--- src/rtl/bmac_pkg.sv ---
package bmac_pkg;

    // One recoded radix-4 digit: magnitude select plus sign
    typedef struct packed {
        logic neg;
        logic one;
        logic two;
    } bdigit_t;

    // Folded sign-correction constant: each row contributes -2^(n+2i)
    function automatic logic [127:0] corr_word(int n, int rows);
        logic [127:0] k;
        k = '0;
        for (int i = 0; i < rows; i++) begin
            k = k - (128'(1) << (n + 2 * i));
        end
        return k;
    endfunction

    // Start index of tree level l in a flat node array for ops leaf vectors
    function automatic int lvl_off(int ops, int l);
        return 2 * ops - 2 * (ops >> l);
    endfunction

endpackage

--- src/rtl/bmac_booth_digit.sv ---
module bmac_booth_digit
    import bmac_pkg::*;
(
    input  logic [2:0] trip_i,
    output bdigit_t    dig_o
);
    always_comb begin
        dig_o.neg = trip_i[2];
        dig_o.one = trip_i[1] ^ trip_i[0];
        dig_o.two = (trip_i[2] & ~trip_i[1] & ~trip_i[0]) |
                    (~trip_i[2] & trip_i[1] & trip_i[0]);
    end

    always_comb begin
        AST_DIGIT_ONEHOT: assert ($onehot0({dig_o.one, dig_o.two}));
    end
endmodule

--- src/rtl/bmac_pp_row.sv ---
module bmac_pp_row
    import bmac_pkg::*;
#(
    parameter int N = 32
) (
    input  logic [N-1:0] a_i,
    input  bdigit_t      dig_i,
    output logic [N:0]   row_o,
    output logic         neg_o
);
    logic [N:0] mult;
    logic [N:0] flip;

    always_comb begin
        if (dig_i.two)      mult = {a_i, 1'b0};
        else if (dig_i.one) mult = {a_i[N-1], a_i};
        else                mult = '0;
        flip  = mult ^ {(N+1){dig_i.neg}};
        // inverted top bit; the matching -2^N lives in the correction word
        row_o = {~flip[N], flip[N-1:0]};
        neg_o = dig_i.neg;
    end

    // row value (signed, correction restored) equals digit times multiplicand
    logic [N+2:0] chk_row, chk_mag, chk_want;
    always_comb begin
        chk_row = {{3{~row_o[N]}}, row_o[N-1:0]} + {{(N+2){1'b0}}, neg_o};
        if (dig_i.two)      chk_mag = {{2{a_i[N-1]}}, a_i, 1'b0};
        else if (dig_i.one) chk_mag = {{3{a_i[N-1]}}, a_i};
        else                chk_mag = '0;
        chk_want = dig_i.neg ? (~chk_mag + 1'b1) : chk_mag;
        AST_ROW_VALUE: assert (chk_row == chk_want);
    end
endmodule

--- src/rtl/bmac_cmp42_cell.sv ---
module bmac_cmp42_cell (
    input  logic a_i,
    input  logic b_i,
    input  logic c_i,
    input  logic d_i,
    input  logic cin_i,
    output logic s_o,
    output logic cy_o,
    output logic cout_o
);
    logic s1;

    always_comb begin
        // first full adder: cout depends on a,b,c only
        s1     = a_i ^ b_i ^ c_i;
        cout_o = (a_i & b_i) | (a_i & c_i) | (b_i & c_i);
        // second full adder folds d and the neighbour's carry
        s_o    = s1 ^ d_i ^ cin_i;
        cy_o   = (s1 & d_i) | (s1 & cin_i) | (d_i & cin_i);
    end

    logic [2:0] in_w, out_w;
    always_comb begin
        in_w  = 3'(a_i) + 3'(b_i) + 3'(c_i) + 3'(d_i) + 3'(cin_i);
        out_w = 3'(s_o) + {1'b0, cy_o, 1'b0} + {1'b0, cout_o, 1'b0};
        AST_CELL_WEIGHT: assert (in_w == out_w);
    end
endmodule

--- src/rtl/bmac_cmp42_slice.sv ---
module bmac_cmp42_slice #(
    parameter int W = 64
) (
    input  logic [W-1:0] a_i,
    input  logic [W-1:0] b_i,
    input  logic [W-1:0] c_i,
    input  logic [W-1:0] d_i,
    output logic [W-1:0] s_o,
    output logic [W-1:0] c_o
);
    logic [W:0]   chain;
    logic [W-1:0] cy_v;
    logic [1:0]   unused_top;

    assign chain[0] = 1'b0;

    for (genvar j = 0; j < W; j++) begin : g_col
        bmac_cmp42_cell u_cell (
            .a_i   (a_i[j]),
            .b_i   (b_i[j]),
            .c_i   (c_i[j]),
            .d_i   (d_i[j]),
            .cin_i (chain[j]),
            .s_o   (s_o[j]),
            .cy_o  (cy_v[j]),
            .cout_o(chain[j+1])
        );
    end

    // weight 2^W falls off: arithmetic is modulo 2^W
    assign c_o        = {cy_v[W-2:0], 1'b0};
    assign unused_top = {chain[W], cy_v[W-1]};

    always_comb begin
        AST_SLICE_TOTAL: assert (W'(s_o + c_o) == W'(a_i + b_i + c_i + d_i));
    end
endmodule

--- src/rtl/booth_mac_array.sv ---
module booth_mac_array
    import bmac_pkg::*;
#(
    parameter int N = 32
) (
    input  logic [N-1:0]   a_i,
    input  logic [N-1:0]   b_i,
    input  logic [2*N-1:0] c_i,
    output logic [2*N-1:0] sum_o,
    output logic [2*N-1:0] carry_o
);
    localparam int W      = 2 * N;
    localparam int ROWS   = N / 2;
    localparam int OPS    = ROWS + 2;              // rows + correction + accumulate
    localparam int PADOPS = 1 << $clog2(OPS);
    localparam int LEVELS = $clog2(PADOPS) - 1;
    localparam int NODES  = 2 * PADOPS - 2;
    localparam logic [W-1:0] CORR_K = W'(corr_word(N, ROWS));

    logic [N:0]     b_ext;
    bdigit_t        digs [ROWS];
    logic [N:0]     rows [ROWS];
    logic [ROWS-1:0] negs;
    logic [W-1:0]   corr;
    logic [W-1:0]   node [NODES];

    assign b_ext = {b_i, 1'b0};

    for (genvar i = 0; i < ROWS; i++) begin : g_row
        bmac_booth_digit u_dig (
            .trip_i(b_ext[2*i+2:2*i]),
            .dig_o (digs[i])
        );
        bmac_pp_row #(.N(N)) u_pp (
            .a_i  (a_i),
            .dig_i(digs[i]),
            .row_o(rows[i]),
            .neg_o(negs[i])
        );
        assign node[i] = W'(rows[i]) << (2 * i);
    end

    // negate bits sit below bit N, where the constant is all zero
    always_comb begin
        corr = CORR_K;
        for (int i = 0; i < ROWS; i++) begin
            corr[2*i] = corr[2*i] | negs[i];
        end
    end

    assign node[ROWS]     = corr;
    assign node[ROWS + 1] = c_i;   // accumulate takes a free tree input
    for (genvar p = OPS; p < PADOPS; p++) begin : g_pad
        assign node[p] = '0;
    end

    for (genvar l = 0; l < LEVELS; l++) begin : g_lvl
        localparam int IN_OFF  = lvl_off(PADOPS, l);
        localparam int OUT_OFF = lvl_off(PADOPS, l + 1);
        localparam int GROUPS  = (PADOPS >> l) / 4;
        for (genvar g = 0; g < GROUPS; g++) begin : g_grp
            bmac_cmp42_slice #(.W(W)) u_slice (
                .a_i(node[IN_OFF + 4*g]),
                .b_i(node[IN_OFF + 4*g + 1]),
                .c_i(node[IN_OFF + 4*g + 2]),
                .d_i(node[IN_OFF + 4*g + 3]),
                .s_o(node[OUT_OFF + 2*g]),
                .c_o(node[OUT_OFF + 2*g + 1])
            );
        end

        logic [W-1:0] tot_in, tot_out;
        always_comb begin
            tot_in  = '0;
            tot_out = '0;
            for (int k = 0; k < 4 * GROUPS; k++)  tot_in  = tot_in + node[IN_OFF + k];
            for (int k = 0; k < 2 * GROUPS; k++)  tot_out = tot_out + node[OUT_OFF + k];
            AST_LEVEL_TOTAL: assert (tot_in == tot_out);
        end
    end

    assign sum_o   = node[lvl_off(PADOPS, LEVELS)];
    assign carry_o = node[lvl_off(PADOPS, LEVELS) + 1];

    logic [W-1:0] chk_ref;
    always_comb begin
        chk_ref = W'($signed({{N{a_i[N-1]}}, a_i}) * $signed({{N{b_i[N-1]}}, b_i})) + c_i;
        AST_MAC_TOTAL: assert (W'(sum_o + carry_o) == chk_ref);
    end
endmodule

--- config.mk ---
export PLATFORM = sky130hd
export DESIGN_NAME = booth_mac_array
export DESIGN_NICKNAME = d
export VERILOG_FILES = /design/src/rtl/bmac_pkg.sv /design/src/rtl/bmac_booth_digit.sv /design/src/rtl/bmac_pp_row.sv /design/src/rtl/bmac_cmp42_cell.sv /design/src/rtl/bmac_cmp42_slice.sv /design/src/rtl/booth_mac_array.sv
export SDC_FILE = /design/constraint.sdc
export NUM_CORES = 2
export LEC_CHECK = 0
export ABC_AREA = 1
export CELL_PAD_IN_SITES_DETAIL_PLACEMENT = 0
export CELL_PAD_IN_SITES_GLOBAL_PLACEMENT = 1
export CORE_MARGIN = 5
export CORE_UTILIZATION = 48
export DETAILED_ROUTE_END_ITERATION = 12
export PLACE_DENSITY = 0.92
export SYNTH_ARGS = -nofsm -noshare
export SYNTH_HDL_FRONTEND = slang
export SYNTH_SLANG_ARGS = --single-unit
--- constraint.sdc ---
create_clock -name vclk -period 30.7
set_input_delay 7.675 -clock vclk [all_inputs]
set_output_delay 7.675 -clock vclk [all_outputs]
set_load 0.01 [all_outputs]
After elaboration in Yosys (flattened, before gate mapping)
Cells that the tools add are included.

Logic and storage cells: 4298. Memories kept: 0. Input bits: 128. Bits in writable memories: 0. Bits in registers: 0. Memory bits (read-only): 0. Latch bits: 0.

Shifts and indexed selects: 0. Equal/unequal tests: 0. $mul: 0. Add/subtract/negate cells: 0. Bitwise gates (word level): 4266. Divide/modulo/power cells: 0. Reduce and logical (&&, ||, !) cells: 0. Multiplexer cells: 32. Order comparisons: 0.

Operators with widths (count): 1-bit AND (1859); 1-bit bitwise XOR (1325); 33-bit two-way mux (32); 1-bit OR (1001); 33-bit bitwise XOR (16); 1-bit inverter (65).

Depth between registers and ports, before layout
Depth after elaboration: 30. Depth in mapped cells: 26. Mapped depth without buffers: 22.

Hierarchy
A second synthesis with hierarchy kept.

Cells, all modules: 14209. Area total of the unflattened synthesis: 93193.1 sq um.

Modules (own cells, without submodules): bmac_cmp42_cell (cells each 10, sequential area each 0.0 sq um, times used 960, area each 70.1 sq um); bmac_pp_row (cells each 219, sequential area each 0.0 sq um, times used 16, area each 1124.8 sq um); bmac_cmp42_slice (cells each 65, sequential area each 0.0 sq um, times used 15, area each 484.2 sq um); bmac_booth_digit (cells each 8, sequential area each 0.0 sq um, times used 16, area each 41.3 sq um); booth_mac_array (cells each 2, sequential area each 0.0 sq um, times used 1, area each 7.5 sq um).

Worst setup path before layout
No wires, ideal clock.

Kind: input port to output port. Start: input port b_i[1]. End: output port sum_o[30]. Required time: 23025 ps. Stages on the path: 24. Setup slack: 10017 ps. Path buffers: 4. Arrival: 13008 ps. Cells stage by stage: buf_4 > inv_4 > nand2_2 > and2_1 > buf_6 > buf_6 > nand2_1 > nand2_1 > nand2_1 > nand2_1 > fa_1 > inv_1 > fa_1 > inv_1 > fa_1 > fa_1 > fa_1 > inv_1 > fa_1 > inv_1 > fa_1 > inv_1 > fa_1 > buf_4.

Word-level cells in the longest chain between the ends: 27. Elaborated cells between the ends (all ways): 209.

Ends and longest elaborated chain: start, declared (line booth_mac_array.sv:7) `input logic [N-1:0] b_i,`; 1-bit inverter (line bmac_booth_digit.sv:10) `dig_o.two = (trip_i[2] & ~trip_i[1] & ~trip_i[0]) |`; 1-bit AND (line bmac_booth_digit.sv:10); 1-bit OR (line bmac_booth_digit.sv:10); 33-bit two-way mux (line bmac_pp_row.sv:15) `if (dig_i.two) mult = {a_i, 1'b0};`; 33-bit bitwise XOR (line bmac_pp_row.sv:18) `flip = mult ^ {(N+1){dig_i.neg}};`; 1-bit AND (line bmac_cmp42_cell.sv:16) `cout_o = (a_i & b_i) | (a_i & c_i) | (b_i & c_i);`; 1-bit OR (2 in series) (line bmac_cmp42_cell.sv:16); 1-bit AND (line bmac_cmp42_cell.sv:19) `cy_o = (s1 & d_i) | (s1 & cin_i) | (d_i & cin_i);`; [8 not listed]; 1-bit AND (line bmac_cmp42_cell.sv:16); 1-bit OR (2 in series) (line bmac_cmp42_cell.sv:16); 1-bit AND (line bmac_cmp42_cell.sv:19); 1-bit OR (2 in series) (line bmac_cmp42_cell.sv:19); 1-bit bitwise XOR / 1-bit AND (equally long branches) (line bmac_cmp42_cell.sv:15, bmac_cmp42_cell.sv:16); 1-bit bitwise XOR / 1-bit OR (equally long branches) (line bmac_cmp42_cell.sv:15, bmac_cmp42_cell.sv:16); 1-bit bitwise XOR / 1-bit OR (equally long branches) (line bmac_cmp42_cell.sv:18, bmac_cmp42_cell.sv:16); 1-bit bitwise XOR * (line bmac_cmp42_cell.sv:18) `s_o = s1 ^ d_i ^ cin_i;`; end, declared (line booth_mac_array.sv:9) `output logic [2*N-1:0] sum_o,`.

Every way passes the cells marked *; elsewhere a longest branch is shown, timed or not.

Worst setup path in the final report
Start: input port b_i[11]. End: output port sum_o[36].

Word-level cells in the longest chain between the ends: 26. Elaborated cells between the ends (all ways): 191.

Ends and longest elaborated chain: 1-bit inverter (line bmac_booth_digit.sv:10, bmac_booth_digit.sv:11); 1-bit AND (2 in series) (line bmac_booth_digit.sv:11) `(~trip_i[2] & trip_i[1] & trip_i[0]);`; 1-bit OR (line bmac_booth_digit.sv:10); 33-bit two-way mux (line bmac_pp_row.sv:15); 33-bit bitwise XOR (line bmac_pp_row.sv:18); 1-bit bitwise XOR / 1-bit AND (equally long branches) (line bmac_cmp42_cell.sv:15, bmac_cmp42_cell.sv:16); 1-bit bitwise XOR / 1-bit OR (equally long branches) (line bmac_cmp42_cell.sv:15, bmac_cmp42_cell.sv:16); 1-bit bitwise XOR / 1-bit OR (equally long branches) (line bmac_cmp42_cell.sv:18, bmac_cmp42_cell.sv:16); [7 not listed]; 1-bit AND (line bmac_cmp42_cell.sv:16); 1-bit OR (2 in series) (line bmac_cmp42_cell.sv:16); 1-bit AND (line bmac_cmp42_cell.sv:19); 1-bit OR (2 in series) (line bmac_cmp42_cell.sv:19); 1-bit bitwise XOR / 1-bit AND (equally long branches) (line bmac_cmp42_cell.sv:15, bmac_cmp42_cell.sv:16); 1-bit bitwise XOR / 1-bit OR (equally long branches) (line bmac_cmp42_cell.sv:15, bmac_cmp42_cell.sv:16); 1-bit bitwise XOR / 1-bit OR (equally long branches) (line bmac_cmp42_cell.sv:18, bmac_cmp42_cell.sv:16); 1-bit bitwise XOR * (line bmac_cmp42_cell.sv:18).

Marked as above.

==> flow_summary_export.csv <==
group,metric,value,unit
die,coreArea,0.0660,mm²
logic_synthesis,yosysSeqAreaShare,0,%
die,die_height,269,µm
setup_path,critPathSlowestCell,"and2_1",
logic_synthesis,syn_avg_cell_area,6.51,µm²
setup_path,worstPathRequired,23.03,ns
timing,finalSetupViolCount,0,
timing,fin_ws,7.55,ns
timing,slew_headroom,22.1,%
place,dp.cells,5647,
global_routing,grt_pass1_vias,30107,
finish,fin_cells,5649,
setup_path,cp-startpoint,"b_i[11]",
die,die_w,269,µm
logic_synthesis,synth_cell_types,27,
drt,wl,108,mm
die,die_area,0.0721,mm²
clock_tree,ctsHoldBuffers,0,
global_routing,track_usage,29.5,%
global_routing,grt_max_degree,63,
setup_path,critical_path_class,"in -> out",
drt,via_count,31697,
die,ios,256,
setup_path,path_cells,"clkdlybuf4s50_1, buf_4, inv_4, nand2_2, and2_1, buf_4, nand2_1, nand2_1, nand2_1, nand2_1, fa_1, fa_1, inv_1, fa_1, inv_1, fa_1, fa_1, inv_1, fa_1, inv_1, fa_1, inv_1, fa_1, clkdlybuf4s50_1",
drt,ant_nets,0,
logic_synthesis,syn_inst,4927,
drt,drtIter0Drc,3171,
logic_synthesis,syn-cell-area,0.0321,mm²
timing,rsz0062_at_grt,"no",
setup_path,worstPathMaxFanout,37,
setup_path,setup.worst_path.start_class,"input pin",
job,maxCapViolations,0,
clock_tree,cts_resized,0,
timing,tightest_slew,1.17,ns
logic_synthesis,yosysTopAreaCellShare,30.8,%
timing,finalSetupTns,0,ns
drt,drc,0,
place,place_ws,7.60,ns
timing,maxSlewViolCount,0,
timing,fmax,0.0432,GHz
finish,area_delta_synth_final,4.32,%
finish,drive_gt1_share,4.01,%
finish,seq_cell_count,0,
timing,final-hold-violation-count,0,
finish,fin_nets,5725,
drt,viasPerCell,5.61,
setup_path,crit_path_end_kind,"output port",
logic_synthesis,post-synth-top-count-cell,"nand2_1",
place,place.gp.congestion,0.942,
timing,period_share,75.4,%
status,status,"finished, final reports clean",
setup_path,cp_common_cell,"fa_1",
drt,wl_per_cell,19.2,µm
setup_path,worst_ep_arrival_time,15.48,ns
drt,first_pass_iters,8,
die,row_count,94,
die,initial_utilization,48.6,%
finish,nClkBuffers,0,
logic_synthesis,yosys-top-cells-area,"fa_1 (31%), nand2_1 (23%), nand3_1 (15%)",
global_routing,overflow,0,
place,dpl.hpwl,78.9,mm
global_routing,grt_antenna_before_repair,4,
min_path,hold_path.class,"in -> out",
logic_synthesis,synth_common_cells,"nand2_1 (1954), nand3_1 (961), inv_1 (516), fa_1 (493), ha_1 (319)",
min_path,worstHoldStart,"c_i[0]",
finish,regArea,0,µm²
setup_path,max_stage_delay,0.69,ns
timing,finalCriticalPeriod,23.15,ns
logic_synthesis,synth_top_area_cell,"fa_1",
global_routing,grt_pass1_wl,170,mm
clock_tree,post_cts_buffers,0,
setup_path,path_buf_inv,10,
place,io_buffers,254,
setup_path,cp_top_family,"adder cells",
logic_synthesis,ys_warn_count,0,
[routing by layer]
metal,part of all wire [%],GRT usage (%)
met5,0.026,0
met4,6.2,13.7
met3,9.1,3.51
met2,46,49.5
met1,38,38.4
[cell type report]
| cell class | instances | area (µm²) |
|---|---|---|
| fill | 6634 | 32500 |
| multi-input combinational | 3908 | 27200 |
| timing repair buffer | 344 | 3180 |
| inverter | 531 | 2020 |
| tap | 864 | 1080 |
| antenna | 2 | 5.00 |
[final timing paths]
kind / depth (start not counted) / slack (ns) / to
worst min-delay path: 4 / 16.56 / sum_o[0]
worst max-delay path: 24 / 7.55 / sum_o[36]
[cells in the final DEF (no fill, tap or decap), types with 8 or more instances in the layout]
cell type / n
and2_1: 8
inv_1: 516
buf_4: 90
nand2_1: 1954
nand3_1: 961
o21a_1: 26
a31oi_1: 10
xor2_1: 17
clkdlybuf4s50_1: 246
nor2_1: 24
inv_4: 9
ha_1: 319
nand2_2: 67
fa_1: 493
buf_2: 8
[metrics by stage]
step | hold WS, ns | instance area, µm² | util, %
final | 16.56 | 33500 | 50.7
after global routing | 16.61 | 33500 | 50.7
after CTS | 16.58 | 33500 | 50.7
after detailed placement | 16.58 | 33500 | 50.7
after global placement | 16.57 | 33500 | 50.7
after floorplan | 15.66 | 32100 | -
[tightest hold or removal path, stage by stage]
cell and delay (ns):
clkdlybuf4s50_1 0.46, ha_1 0.12, ha_1 0.11, clkdlybuf4s50_1 0.52
[kinds of logic after synthesis]
kind of cell	count (synthesis)	synth area share, %
AOI/OAI and AO/OA	54	1.14
buffers and inverters	1020	15.4
xor gates and xnor gates	19	0.519
and+or+nand+nor	3021	39.7
adders and majority gates	812	43.2
other	1	0.0117
Power is left out: the tool's default activity adds up to more than one toggle a clock period on the data nets, which glitch-free logic cannot reach.
